===== src/rtl/rsf_pkg.sv =====
package rsf_pkg;

  typedef enum logic [1:0] {
    FR_HUNT    = 2'd0,
    FR_PRESYNC = 2'd1,
    FR_SYNC    = 2'd2
  } fr_state_t;

  // number of set bits in a byte
  function automatic logic [3:0] ones8(input logic [7:0] v);
    logic [3:0] n;
    n = '0;
    for (int i = 0; i < 8; i++) n = n + {3'b000, v[i]};
    return n;
  endfunction

endpackage


===== src/rtl/rsf_fa_detect.sv =====
module rsf_fa_detect #(
  parameter int unsigned PAT_HALF = 3,
  parameter logic [7:0]  A1_BYTE  = 8'hF6,
  parameter logic [7:0]  A2_BYTE  = 8'h28
) (
  input  logic       clk,
  input  logic       rst,
  input  logic [7:0] din,
  output logic       hit
);
  localparam int unsigned PAT_LEN = 2 * PAT_HALF;
  localparam int unsigned HIST    = PAT_LEN - 1;

  logic [7:0]         hist [HIST];
  logic [PAT_LEN-1:0] eq;

  // history of the previous bytes, hist[0] newest
  always_ff @(posedge clk) begin
    if (rst) begin
      for (int i = 0; i < HIST; i++) hist[i] <= '0;
    end else begin
      hist[0] <= din;
      for (int i = 1; i < HIST; i++) hist[i] <= hist[i-1];
    end
  end

  for (genvar k = 0; k < HIST; k++) begin : g_cmp
    localparam int unsigned IDX = PAT_LEN - 2 - k;
    assign eq[k] = (hist[k] == ((IDX < PAT_HALF) ? A1_BYTE : A2_BYTE));
  end
  assign eq[HIST] = (din == A2_BYTE);
  assign hit      = &eq;

  AST_HIT_PRIOR_A2: assert property (@(posedge clk) disable iff (rst)
    hit |-> $past(din) == A2_BYTE);

endmodule


===== src/rtl/rsf_align.sv =====
module rsf_align
  import rsf_pkg::*;
#(
  parameter int unsigned ROWS       = 9,
  parameter int unsigned COLS       = 270,
  parameter int unsigned FA_COL     = 5,
  parameter int unsigned MISS_LIMIT = 4,
  localparam int unsigned ROW_W     = $clog2(ROWS),
  localparam int unsigned COL_W     = $clog2(COLS)
) (
  input  logic             clk,
  input  logic             rst,
  input  logic             fa_hit,
  output fr_state_t        state,
  output logic [ROW_W-1:0] row,
  output logic [COL_W-1:0] col
);
  localparam int unsigned MISS_W = $clog2(MISS_LIMIT + 1);
  localparam logic [COL_W-1:0]  COL_LAST  = COL_W'(COLS - 1);
  localparam logic [ROW_W-1:0]  ROW_LAST  = ROW_W'(ROWS - 1);
  localparam logic [COL_W-1:0]  COL_FA    = COL_W'(FA_COL);
  localparam logic [COL_W-1:0]  COL_AFTER = COL_W'(FA_COL + 1);
  localparam logic [MISS_W-1:0] MISS_TOP  = MISS_W'(MISS_LIMIT - 1);

  logic [MISS_W-1:0] miss;
  logic [ROW_W-1:0]  row_inc;
  logic [COL_W-1:0]  col_inc;
  logic              at_fa;

  assign at_fa = (row == '0) && (col == COL_FA);

  always_comb begin
    if (col == COL_LAST) begin
      col_inc = '0;
      row_inc = (row == ROW_LAST) ? '0 : row + 1'b1;
    end else begin
      col_inc = col + 1'b1;
      row_inc = row;
    end
  end

  always_ff @(posedge clk) begin
    if (rst) begin
      state <= FR_HUNT;
      row   <= '0;
      col   <= '0;
      miss  <= '0;
    end else begin
      row <= row_inc;
      col <= col_inc;
      unique case (state)
        FR_HUNT: begin
          miss <= '0;
          if (fa_hit) begin
            state <= FR_PRESYNC;
            row   <= '0;
            col   <= COL_AFTER;
          end
        end
        FR_PRESYNC: begin
          if (at_fa) state <= fa_hit ? FR_SYNC : FR_HUNT;
        end
        FR_SYNC: begin
          if (at_fa) begin
            if (fa_hit) begin
              miss <= '0;
            end else if (miss == MISS_TOP) begin
              miss  <= '0;
              state <= FR_HUNT;
            end else begin
              miss <= miss + 1'b1;
            end
          end
        end
        default: state <= FR_HUNT;
      endcase
    end
  end

  AST_LOCK_NEEDS_CONFIRM: assert property (@(posedge clk) disable iff (rst)
    (state == FR_SYNC && $past(state) != FR_SYNC) |->
      ($past(state) == FR_PRESYNC && $past(fa_hit)));

  AST_PRESYNC_MISS_HUNT: assert property (@(posedge clk) disable iff (rst)
    (state == FR_HUNT && $past(state) == FR_PRESYNC) |-> !$past(fa_hit));

  AST_LOSS_AFTER_LIMIT: assert property (@(posedge clk) disable iff (rst)
    (state == FR_HUNT && $past(state) == FR_SYNC) |->
      ($past(miss) == MISS_TOP && !$past(fa_hit)));

  AST_COL_STEP: assert property (@(posedge clk) disable iff (rst)
    (state != FR_HUNT && $past(state) != FR_HUNT && $past(col) != COL_LAST)
      |-> col == $past(col) + 1'b1);

  AST_COL_RANGE: assert property (@(posedge clk) disable iff (rst)
    col <= COL_LAST);

endmodule


===== src/rtl/rsf_descramble.sv =====
module rsf_descramble (
  input  logic       clk,
  input  logic       rst,
  input  logic       enable,
  input  logic       row_zero,
  input  logic [7:0] din,
  output logic [7:0] dout
);
  localparam logic [6:0] SEED = 7'h7F;

  logic [6:0] lfsr;
  logic [6:0] lfsr_adv;
  logic [7:0] key;

  // eight serial steps of x^7+x^6+1, first key bit lands in key[7]
  always_comb begin
    lfsr_adv = lfsr;
    key      = '0;
    for (int i = 7; i >= 0; i--) begin
      key[i]   = lfsr_adv[6];
      lfsr_adv = {lfsr_adv[5:0], lfsr_adv[6] ^ lfsr_adv[5]};
    end
  end

  // row 0 keeps the generator parked at the seed
  always_ff @(posedge clk) begin
    if (rst) lfsr <= SEED;
    else     lfsr <= row_zero ? SEED : lfsr_adv;
  end

  assign dout = (enable && !row_zero) ? (din ^ key) : din;

  AST_SEED_AFTER_ROW0: assert property (@(posedge clk) disable iff (rst)
    ($past(row_zero) && !row_zero) |-> key == 8'hFE);

endmodule


===== src/rtl/rsf_b1_check.sv =====
module rsf_b1_check
  import rsf_pkg::*;
(
  input  logic       clk,
  input  logic       rst,
  input  logic       in_frame,
  input  logic       frame_first,
  input  logic       frame_last,
  input  logic       b1_slot,
  input  logic [7:0] line_byte,
  input  logic [7:0] clear_byte,
  output logic       chk,
  output logic [3:0] bits,
  output logic       blk_err
);
  logic [7:0] acc;
  logic [7:0] prev_bip;
  logic       clean;
  logic       prev_ok;
  logic [7:0] diff;

  assign diff = prev_bip ^ clear_byte;

  // running parity over line bytes, restarted at every frame origin
  always_ff @(posedge clk) begin
    if (rst) begin
      acc      <= '0;
      prev_bip <= '0;
      clean    <= 1'b0;
      prev_ok  <= 1'b0;
    end else begin
      acc <= frame_first ? line_byte : (acc ^ line_byte);
      if (frame_first)    clean <= in_frame;
      else if (!in_frame) clean <= 1'b0;
      if (frame_last) begin
        prev_bip <= acc ^ line_byte;
        prev_ok  <= clean && in_frame;
      end else if (!in_frame) begin
        prev_ok <= 1'b0;
      end
    end
  end

  always_ff @(posedge clk) begin
    if (rst) begin
      chk     <= 1'b0;
      bits    <= '0;
      blk_err <= 1'b0;
    end else begin
      chk     <= 1'b0;
      blk_err <= 1'b0;
      if (b1_slot && in_frame && prev_ok) begin
        chk     <= 1'b1;
        bits    <= ones8(diff);
        blk_err <= |diff;
      end
    end
  end

  AST_BITS_BOUND: assert property (@(posedge clk) disable iff (rst)
    chk |-> bits <= 4'd8);

  AST_BLK_WITH_CHK: assert property (@(posedge clk) disable iff (rst)
    blk_err |-> (chk && bits != 4'd0));

  AST_CHK_NEEDS_LOCK: assert property (@(posedge clk) disable iff (rst)
    chk |-> $past(in_frame));

endmodule


===== src/rtl/rs_sink_framer.sv =====
module rs_sink_framer
  import rsf_pkg::*;
#(
  parameter int unsigned NCH         = 1,
  parameter int unsigned ROWS        = 9,
  parameter int unsigned COLS_PER_CH = 270,
  parameter int unsigned MISS_LIMIT  = 4,
  localparam int unsigned COLS       = COLS_PER_CH * NCH,
  localparam int unsigned ROW_W      = $clog2(ROWS),
  localparam int unsigned COL_W      = $clog2(COLS)
) (
  input  logic             clk,
  input  logic             rst,
  input  logic [7:0]       rx_byte,
  output logic             frm_locked,
  output logic             frm_sof,
  output logic [ROW_W-1:0] frm_row,
  output logic [COL_W-1:0] frm_col,
  output logic [7:0]       frm_data,
  output logic             b1_chk,
  output logic [3:0]       b1_bits,
  output logic             b1_blk_err
);
  localparam int unsigned PAT_HALF = 3;
  localparam int unsigned FA_COL   = 3 * NCH + PAT_HALF - 1;
  localparam logic [COL_W-1:0] COL_LAST = COL_W'(COLS - 1);
  localparam logic [ROW_W-1:0] ROW_LAST = ROW_W'(ROWS - 1);

  fr_state_t        state;
  logic [ROW_W-1:0] row;
  logic [COL_W-1:0] col;
  logic             fa_hit;
  logic [7:0]       clear_byte;
  logic             row_zero;
  logic             in_frame;

  assign row_zero = (row == '0);
  assign in_frame = (state == FR_SYNC);

  rsf_fa_detect #(.PAT_HALF(PAT_HALF)) u_det (
    .clk (clk),
    .rst (rst),
    .din (rx_byte),
    .hit (fa_hit)
  );

  rsf_align #(
    .ROWS       (ROWS),
    .COLS       (COLS),
    .FA_COL     (FA_COL),
    .MISS_LIMIT (MISS_LIMIT)
  ) u_align (
    .clk    (clk),
    .rst    (rst),
    .fa_hit (fa_hit),
    .state  (state),
    .row    (row),
    .col    (col)
  );

  rsf_descramble u_dscr (
    .clk      (clk),
    .rst      (rst),
    .enable   (state != FR_HUNT),
    .row_zero (row_zero),
    .din      (rx_byte),
    .dout     (clear_byte)
  );

  rsf_b1_check u_b1 (
    .clk         (clk),
    .rst         (rst),
    .in_frame    (in_frame),
    .frame_first (row_zero && col == '0),
    .frame_last  (row == ROW_LAST && col == COL_LAST),
    .b1_slot     (row == ROW_W'(1) && col == '0),
    .line_byte   (rx_byte),
    .clear_byte  (clear_byte),
    .chk         (b1_chk),
    .bits        (b1_bits),
    .blk_err     (b1_blk_err)
  );

  always_ff @(posedge clk) begin
    if (rst) begin
      frm_data <= '0;
      frm_row  <= '0;
      frm_col  <= '0;
      frm_sof  <= 1'b0;
    end else begin
      frm_data <= clear_byte;
      frm_row  <= row;
      frm_col  <= col;
      frm_sof  <= in_frame && row_zero && (col == '0);
    end
  end

  assign frm_locked = in_frame;

  AST_ROW0_CLEAR: assert property (@(posedge clk) disable iff (rst)
    (frm_locked && frm_row == '0 && $past(frm_locked)) |-> frm_data == $past(rx_byte));

  AST_SOF_THEN_COL1: assert property (@(posedge clk) disable iff (rst)
    (frm_sof && frm_locked) |=> frm_col == COL_W'(1));

endmodule


===== config.mk =====
export PLATFORM = sky130hd
export DESIGN_NAME = rs_sink_framer
export DESIGN_NICKNAME = d
export VERILOG_FILES = /design/src/rtl/rsf_pkg.sv /design/src/rtl/rsf_fa_detect.sv /design/src/rtl/rsf_align.sv /design/src/rtl/rsf_descramble.sv /design/src/rtl/rsf_b1_check.sv /design/src/rtl/rs_sink_framer.sv
export SDC_FILE = /design/constraint.sdc
export NUM_CORES = 1
export LEC_CHECK = 0
export BUFFER_PORTS_ARGS = -buffer_cell sky130_fd_sc_hd__buf_2
export CAP_MARGIN = 20
export CELL_PAD_IN_SITES_DETAIL_PLACEMENT = 0
export CELL_PAD_IN_SITES_GLOBAL_PLACEMENT = 1
export CORE_ASPECT_RATIO = 0.9
export CORE_MARGIN = 2
export CORE_UTILIZATION = 46
export DETAILED_ROUTE_END_ITERATION = 16
export GPL_ROUTABILITY_DRIVEN = 1
export HOLD_SLACK_MARGIN = 0.02
export PLACE_DENSITY_LB_ADDON = 0.1
export RECOVER_POWER = 50
export SYNTH_ARGS = -nofsm -noshare
export SYNTH_HDL_FRONTEND = slang
export SYNTH_SLANG_ARGS = --single-unit

===== constraint.sdc =====
create_clock -name clk -period 5.5 [get_ports clk]
set_input_delay 0.275 -clock clk [delete_from_list [all_inputs] [get_ports clk]]
set_output_delay 0.275 -clock clk [all_outputs]
set_load 0.02 [all_outputs]

* After elaboration in Yosys (flattened, before gate mapping)
Memories as Yosys holds them, arrays and structs flattened.
Index checks and enable logic that the tools add are counted.
** Cells by class
- Bitwise operators :: 17
- Equality and inequality tests :: 20
- Reductions and logical operators :: 22
- Add/sub/neg operators :: 10
- Multiplexer cells :: 32
** Operators with widths (count)
- 8-bit two-way mux :: 7
- 9-bit two-way mux :: 3
- 4-bit by 1-bit adder with 4-bit output :: 6
- 8-bit by 6-bit equality test with 1-bit output, second input constant :: 3
- 8-bit equality test, second input constant :: 3
- 8-bit bitwise XOR :: 3
- 4-bit two-way mux :: 4
- 2-bit two-way mux :: 6
- 2-bit by 1-bit != test with 1-bit output, second input constant :: 6
- 1-bit logical AND :: 10
- 9-bit by 1-bit adder with 9-bit output, second input constant :: 1
- 9-bit by 3-bit equality test with 1-bit output, second input constant :: 1
- 9-bit equality test, second input constant :: 1
- 9-bit logical NOT :: 1
- 3-bit two-way mux :: 3
- 8-bit OR reduction :: 1
- 1-bit bitwise XOR :: 8
- 1-bit two-way mux :: 7
- 2-bit one-hot mux with 3 select lines :: 1
- 3-bit one-hot mux with 2 select lines :: 1
- 6-bit AND reduction :: 1
- 1-bit bitwise OR :: 5
- 5-bit AND reduction :: 1
- 4-bit by 1-bit adder with 4-bit output, second input constant :: 1
- other kinds (15) :: 17
** Word-level totals
- Memory bits (writable) :: 40
- Output and inout bits :: 29
- Word-level logic and storage cells :: 118
- Flip-flop bits (word level) :: 71
- Memories :: 1
** Memory list
- u_det.hist :: depth 5, bits a word 8, read ports 5, clocked after memory_dff 0, wr ports 5, RTL line rsf_fa_detect.sv:14 : logic [7:0] hist [HIST];

* Longest topological paths before layout
- Depth after elaboration :: 12
- Gate-level depth with buffers :: 17
- Depth with buffers taken out :: 17

* Hierarchy
From an unflattened synthesis, not the netlist that was laid out.
** Unflattened totals
- Cell total of the unflattened synthesis :: 420
- Area total of the unflattened synthesis :: 4331.7 µm²
** By module, submodules not included
- rsf_fa_detect :: times used 1, cells an instance 100, area each 1207.4 µm², seq. area each 800.8 µm²
- rsf_b1_check :: times used 1, cells an instance 120, area each 1167.4 µm², seq. area each 480.5 µm²
- rsf_align :: times used 1, cells an instance 100, area each 915.9 µm², seq. area each 360.3 µm²
- rs_sink_framer :: times used 1, cells an instance 59, area each 689.4 µm², seq. area each 440.4 µm²
- rsf_descramble :: times used 1, cells an instance 41, area each 351.6 µm², seq. area each 140.1 µm²

* Least setup slack after synthesis
Ideal clock, no wire load.
- Path type :: register to register
- Start point :: register u_align.row[0]
- End point :: register u_b1.bits[2]
- Required time :: 5.372 ns
- Stages on the path, launching flop included :: 17
- Arrival time :: 3.944 ns
- Path buffers :: 0
- Path slack :: 1.428 ns
- Period minus slack after synthesis :: 4.072 ns
- Cells stage by stage :: dfxtp_1 inv_1 ha_1 nor3b_2 nor2_1 nand2_1 xor2_1 xor2_1 ha_1 inv_1 fa_1 fa_1 fa_1 fa_1 xnor2_1 mux2i_1 nor2_1
** Between the ends
- Cells in the longest elaborated chain, start to end :: 12
** Ends and longest elaborated chain
- from (decl) :: RTL line rsf_align.sv:15 : output logic [ROW_W-1:0] row,
- from (signal assigned) :: RTL line rsf_align.sv:49 : row <= row_inc;
- 4-bit logical NOT :: RTL line rs_sink_framer.sv:37 : assign row_zero = (row == '0);
- 1-bit logical NOT :: RTL line rsf_descramble.sv:31 : assign dout = (enable && !row_zero) ? (din ^ key) : din;
- 1-bit logical AND :: RTL line rsf_descramble.sv:31
- 8-bit two-way mux :: RTL line rsf_descramble.sv:31
- 8-bit bitwise XOR :: RTL line rsf_b1_check.sv:22 : assign diff = prev_bip ^ clear_byte;
- 1-bit by 1-bit adder with 2-bit output :: RTL line rsf_pkg.sv:13 : for (int i = 0; i < 8; i++) n = n + {3'b000, v[i]};
- 4-bit by 1-bit adder with 4-bit output (6 in a row) :: RTL line rsf_pkg.sv:13
- to (signal assigned) :: RTL line rsf_b1_check.sv:54 : bits <= ones8(diff);
- to (decl) :: RTL line rsf_b1_check.sv:13 : output logic [3:0] bits,
Parallel ways exist; a longest one is shown, timed or not.
A chain may end at the register's enable or synchronous reset.

* Worst setup path after layout
Ends and elaborated chain as after synthesis.

==> flow_metrics.env <==
export IMPL_start_util_pct=47.53
export IMPL_synthCells=420
export IMPL_leakage_nw=1.852
export IMPL_setup_viol=0
export IMPL_ys_ff_latch=111
export IMPL_viasPerCell=4.780
export IMPL_hpwl_um=5241
export IMPL_grt_pass1_vias=2548
export IMPL_wl_met3_um=235
export IMPL_min_period_over_period_pct=83.83
export IMPL_status="finished, violations left"
export IMPL_slowest_stage="fa_1"
export IMPL_vdd_drop_max_mv=0.1551
export IMPL_antenna_found_initial=0
export IMPL_cp_arrival_ns=4.72
export IMPL_final_setup_tns_ns=0
export IMPL_max_slew_margin_pct=-167.1
export IMPL_critical_path_top_delay_family="adder cells"
export IMPL_avgSynthCellArea_um2=10.37
export IMPL_cts_max_level=3
export IMPL_end_kind="flop"
export IMPL_grt_ovfl_total=0
export IMPL_holdWs_ns=0.1276
export IMPL_slew_viol_final=96
export IMPL_worst_path_buf_inv=2
export IMPL_rsz0062_at_grt="false"
export IMPL_hold_violations=0
export IMPL_final_util_pct=52.42
export IMPL_dieWidth_um=106.6
export IMPL_num_antenna_cells=0
export IMPL_portBuffers=38
export IMPL_core_area_mm2=0.009166
export IMPL_area_growth_pct=10.28
export IMPL_num_io_pins=39
export IMPL_stdcell_count=576
export IMPL_top_layer="met4"
export IMPL_cts_sinks=111
export IMPL_antenna_left=0
export IMPL_worstSetupPathType="flop to flop"
export IMPL_dpl_cell_count=560
export IMPL_final_setup_skew_ns=0.008811
export IMPL_ys_types=43
export IMPL_postCtsSetupRepairBufs=0
export IMPL_cp_required_ns=5.61
export IMPL_wl_met1_um=3747
export IMPL_hold_buffers=0
export IMPL_clkTransAtPathRegs_ns=0.11
export IMPL_syn_nets=445
export IMPL_period_needed_ns=4.611
export IMPL_crit_fanout=10
export IMPL_drive_above_1_share_pct=9.912
export IMPL_ys_seq_area_share_pct=51.01
export IMPL_violations="capacitance limit, slew limit"
export IMPL_gp_congestion=0.8231
export IMPL_wl_met2_um=3497
export IMPL_die_h_um=96.33
export IMPL_drt_wl_total_um=7590
export IMPL_hold_path_class="primary input to flop"
export IMPL_grt_pass1_wl_um=12540
export IMPL_vias=2753
export IMPL_cts_tree="done"
export IMPL_wire_per_inst_um=13.18
export IMPL_layout_nets=474
export IMPL_ys_warn_count=0
export IMPL_p_per_area_mw_per_mm2=304.7
export IMPL_netlist_area_mm2=0.004357
export IMPL_drt_initial_drc_count=82
export IMPL_max_cap_viol_count=1
export IMPL_tightestPinTransition_ns=4.007
export IMPL_startpoint_type="flop"
export IMPL_grt_use_total_pct=15.87
export IMPL_die_area_mm2=0.01027
export IMPL_grt_max_degree=96
export IMPL_row_count=33
export IMPL_drcViolationCount=0
export IMPL_fmax_mhz=216.9
export IMPL_crit_path_max_incr_delay_ns=0.52
export IMPL_clockBufferDepth=2
export IMPL_p_total_mw=1.464
export IMPL_root_buffer="clkbuf_8"
export IMPL_dr_pass1_iters=4
export IMPL_cts_buffers=9
export IMPL_crit_top_cell="fa_1"
export IMPL_cts_resized=0
export IMPL_insertion_delay_ns=0.36
export IMPL_crit_chain="inv_1, ha_1, nor3b_2, nor2_1, nand2_1, xor2_1, xor2_1, ha_1, inv_1, fa_1, fa_1, fa_1, fa_1, xnor2_1, mux2i_1, nor2_1"
==> layer usage <==
layer	track usage, %	up-vias
met5	0	-
met4	5.087	0
met3	4.401	8
met2	25.96	36
met1	20.51	1273
li1	-	1436
==> worst paths after layout <==
check,startpoint,endpoint,slack (ns),depth (start not counted)
setup / recovery,u_align.row[0],u_b1.bits[2],0.89,16
hold / removal,rst,u_b1.chk,0.13,2
setup reg to reg,u_align.row[0],u_b1.bits[2],0.89,16
hold reg to reg,u_align.miss[2],u_align.miss[2],0.45,2
==> synthesized netlist by cell type <==
| cell | count | share of area, % |
|---|---|---|
| nor3b_1 | 7 | 1.2 |
| ha_1 | 11 | 3.2 |
| nor4_1 | 2 | 0.29 |
| dfxtp_1 | 111 | 51 |
| nor4b_1 | 3 | 0.60 |
| nand3_1 | 4 | 0.46 |
| mux2i_1 | 3 | 0.69 |
| or3_4 | 1 | 0.26 |
| and4_1 | 1 | 0.20 |
| xor2_1 | 17 | 3.4 |
| nor4_2 | 2 | 0.57 |
| and2_1 | 2 | 0.29 |
| nand4_1 | 7 | 1.0 |
| xnor2_1 | 31 | 6.2 |
| nor4bb_1 | 3 | 0.69 |
| fa_1 | 4 | 1.8 |
| clkbuf_1 | 10 | 0.86 |
| or3_1 | 2 | 0.29 |
| or4bb_1 | 1 | 0.26 |
| o21a_1 | 1 | 0.17 |
| buf_1 | 2 | 0.17 |
| xnor3_1 | 6 | 3.1 |
| nor3_1 | 4 | 0.46 |
| a21oi_1 | 6 | 0.69 |
| a211oi_1 | 11 | 1.9 |
| o211ai_1 | 1 | 0.17 |
| buf_4 | 1 | 0.17 |
| buf_6 | 1 | 0.26 |
| nor2b_1 | 52 | 7.5 |
| and3_1 | 2 | 0.29 |
| a2111oi_2 | 1 | 0.34 |
| nor2_1 | 53 | 4.6 |
| nand2b_1 | 2 | 0.29 |
| inv_1 | 12 | 1.0 |
| nand2_1 | 23 | 2.0 |
| a21o_1 | 1 | 0.17 |
| nor3_2 | 1 | 0.23 |
| o21ai_1 | 1 | 0.11 |
| or4_4 | 1 | 0.26 |
| nand4b_1 | 5 | 1.0 |
| and4b_1 | 2 | 0.46 |
| buf_2 | 7 | 0.80 |
| nor3b_2 | 2 | 0.57 |
==> metrics by stage <==
| step | cell area [um2] | setup WS [ns] |
|---|---|---|
| 2_1_floorplan | 4357 | 1.428 |
| 3_3_place_gp | 4608 | 1.098 |
| 3_5_place_dp | 4608 | 1.001 |
| 4_1_cts | 4830 | 0.9695 |
| 5_1_grt | 4805 | 0.4341 |
| 6_report | 4805 | 0.8893 |
==> flip-flops by register name (all words and copies together) (netlist names) <==
name	flops
u_align.row	4
u_b1.clean	1
u_b1.chk	1
u_b1.prev_bip	8
u_align.miss	3
u_b1.blk_err	1
frm_col	9
u_dscr.lfsr	7
frm_data	8
u_align.state	2
u_b1.acc	8
frm_sof	1
u_align.col	9
u_b1.bits	4
u_b1.prev_ok	1
frm_row	4
u_det.hist	40
==> where the power goes <==
group | leakage (nW) | switching [mW] | internal [mW]
clock network | 0.113 | 0.284 | 0.235
registers | 0.904 | 0.0103 | 0.824
logic | 0.835 | 0.0628 | 0.0473
==> cell usage in the layout, fill, tap and decap left out, types with 5 or more instances in the layout <==
master,n
a211oi_1,11
nand4b_1,5
xnor3_1,6
inv_1,12
dfxtp_1,111
nor2b_1,52
nor3b_1,7
buf_2,21
clkbuf_8,10
nand4_1,7
clkbuf_1,18
ha_1,11
xor2_1,17
nand2_1,23
nor2_1,53
a21oi_1,6
xnor2_1,31
==> worst reg2reg max path: stages, from the launching register on <==
cell and delay (ns):
dfxtp_1 0.38, inv_1 0.09, ha_1 0.17, nor3b_2 0.51, nor2_1 0.12, nand2_1 0.11
xor2_1 0.31, xor2_1 0.12, ha_1 0.29, inv_1 0.05, fa_1 0.51, fa_1 0.52
fa_1 0.47, fa_1 0.39, xnor2_1 0.13, mux2i_1 0.13, nor2_1 0.05
==> cell families after synthesis <==
kind of cell / Yosys count / synth area share, %
XOR/XNOR: 54 / 12.75
buffers and inverters: 33 / 3.303
AND/OR/NAND/NOR: 182 / 23.69
flip-flops: 111 / 51.01
AO/OA/AOI/OAI: 22 / 3.561
multiplexers: 3 / 0.6893
adder cells (fa/ha/maj): 15 / 4.997
==> cell type report <==
type	count	area, um2
clock buffer	10	137.6
multi-input combinational	276	1991
inverter	12	45.04
timing repair buffer	39	172.7
sequential	111	2222
clock inverter	6	83.83
fill	883	4362
tap	122	152.6
No activity file was read; power rests on OpenSTA's default activity.
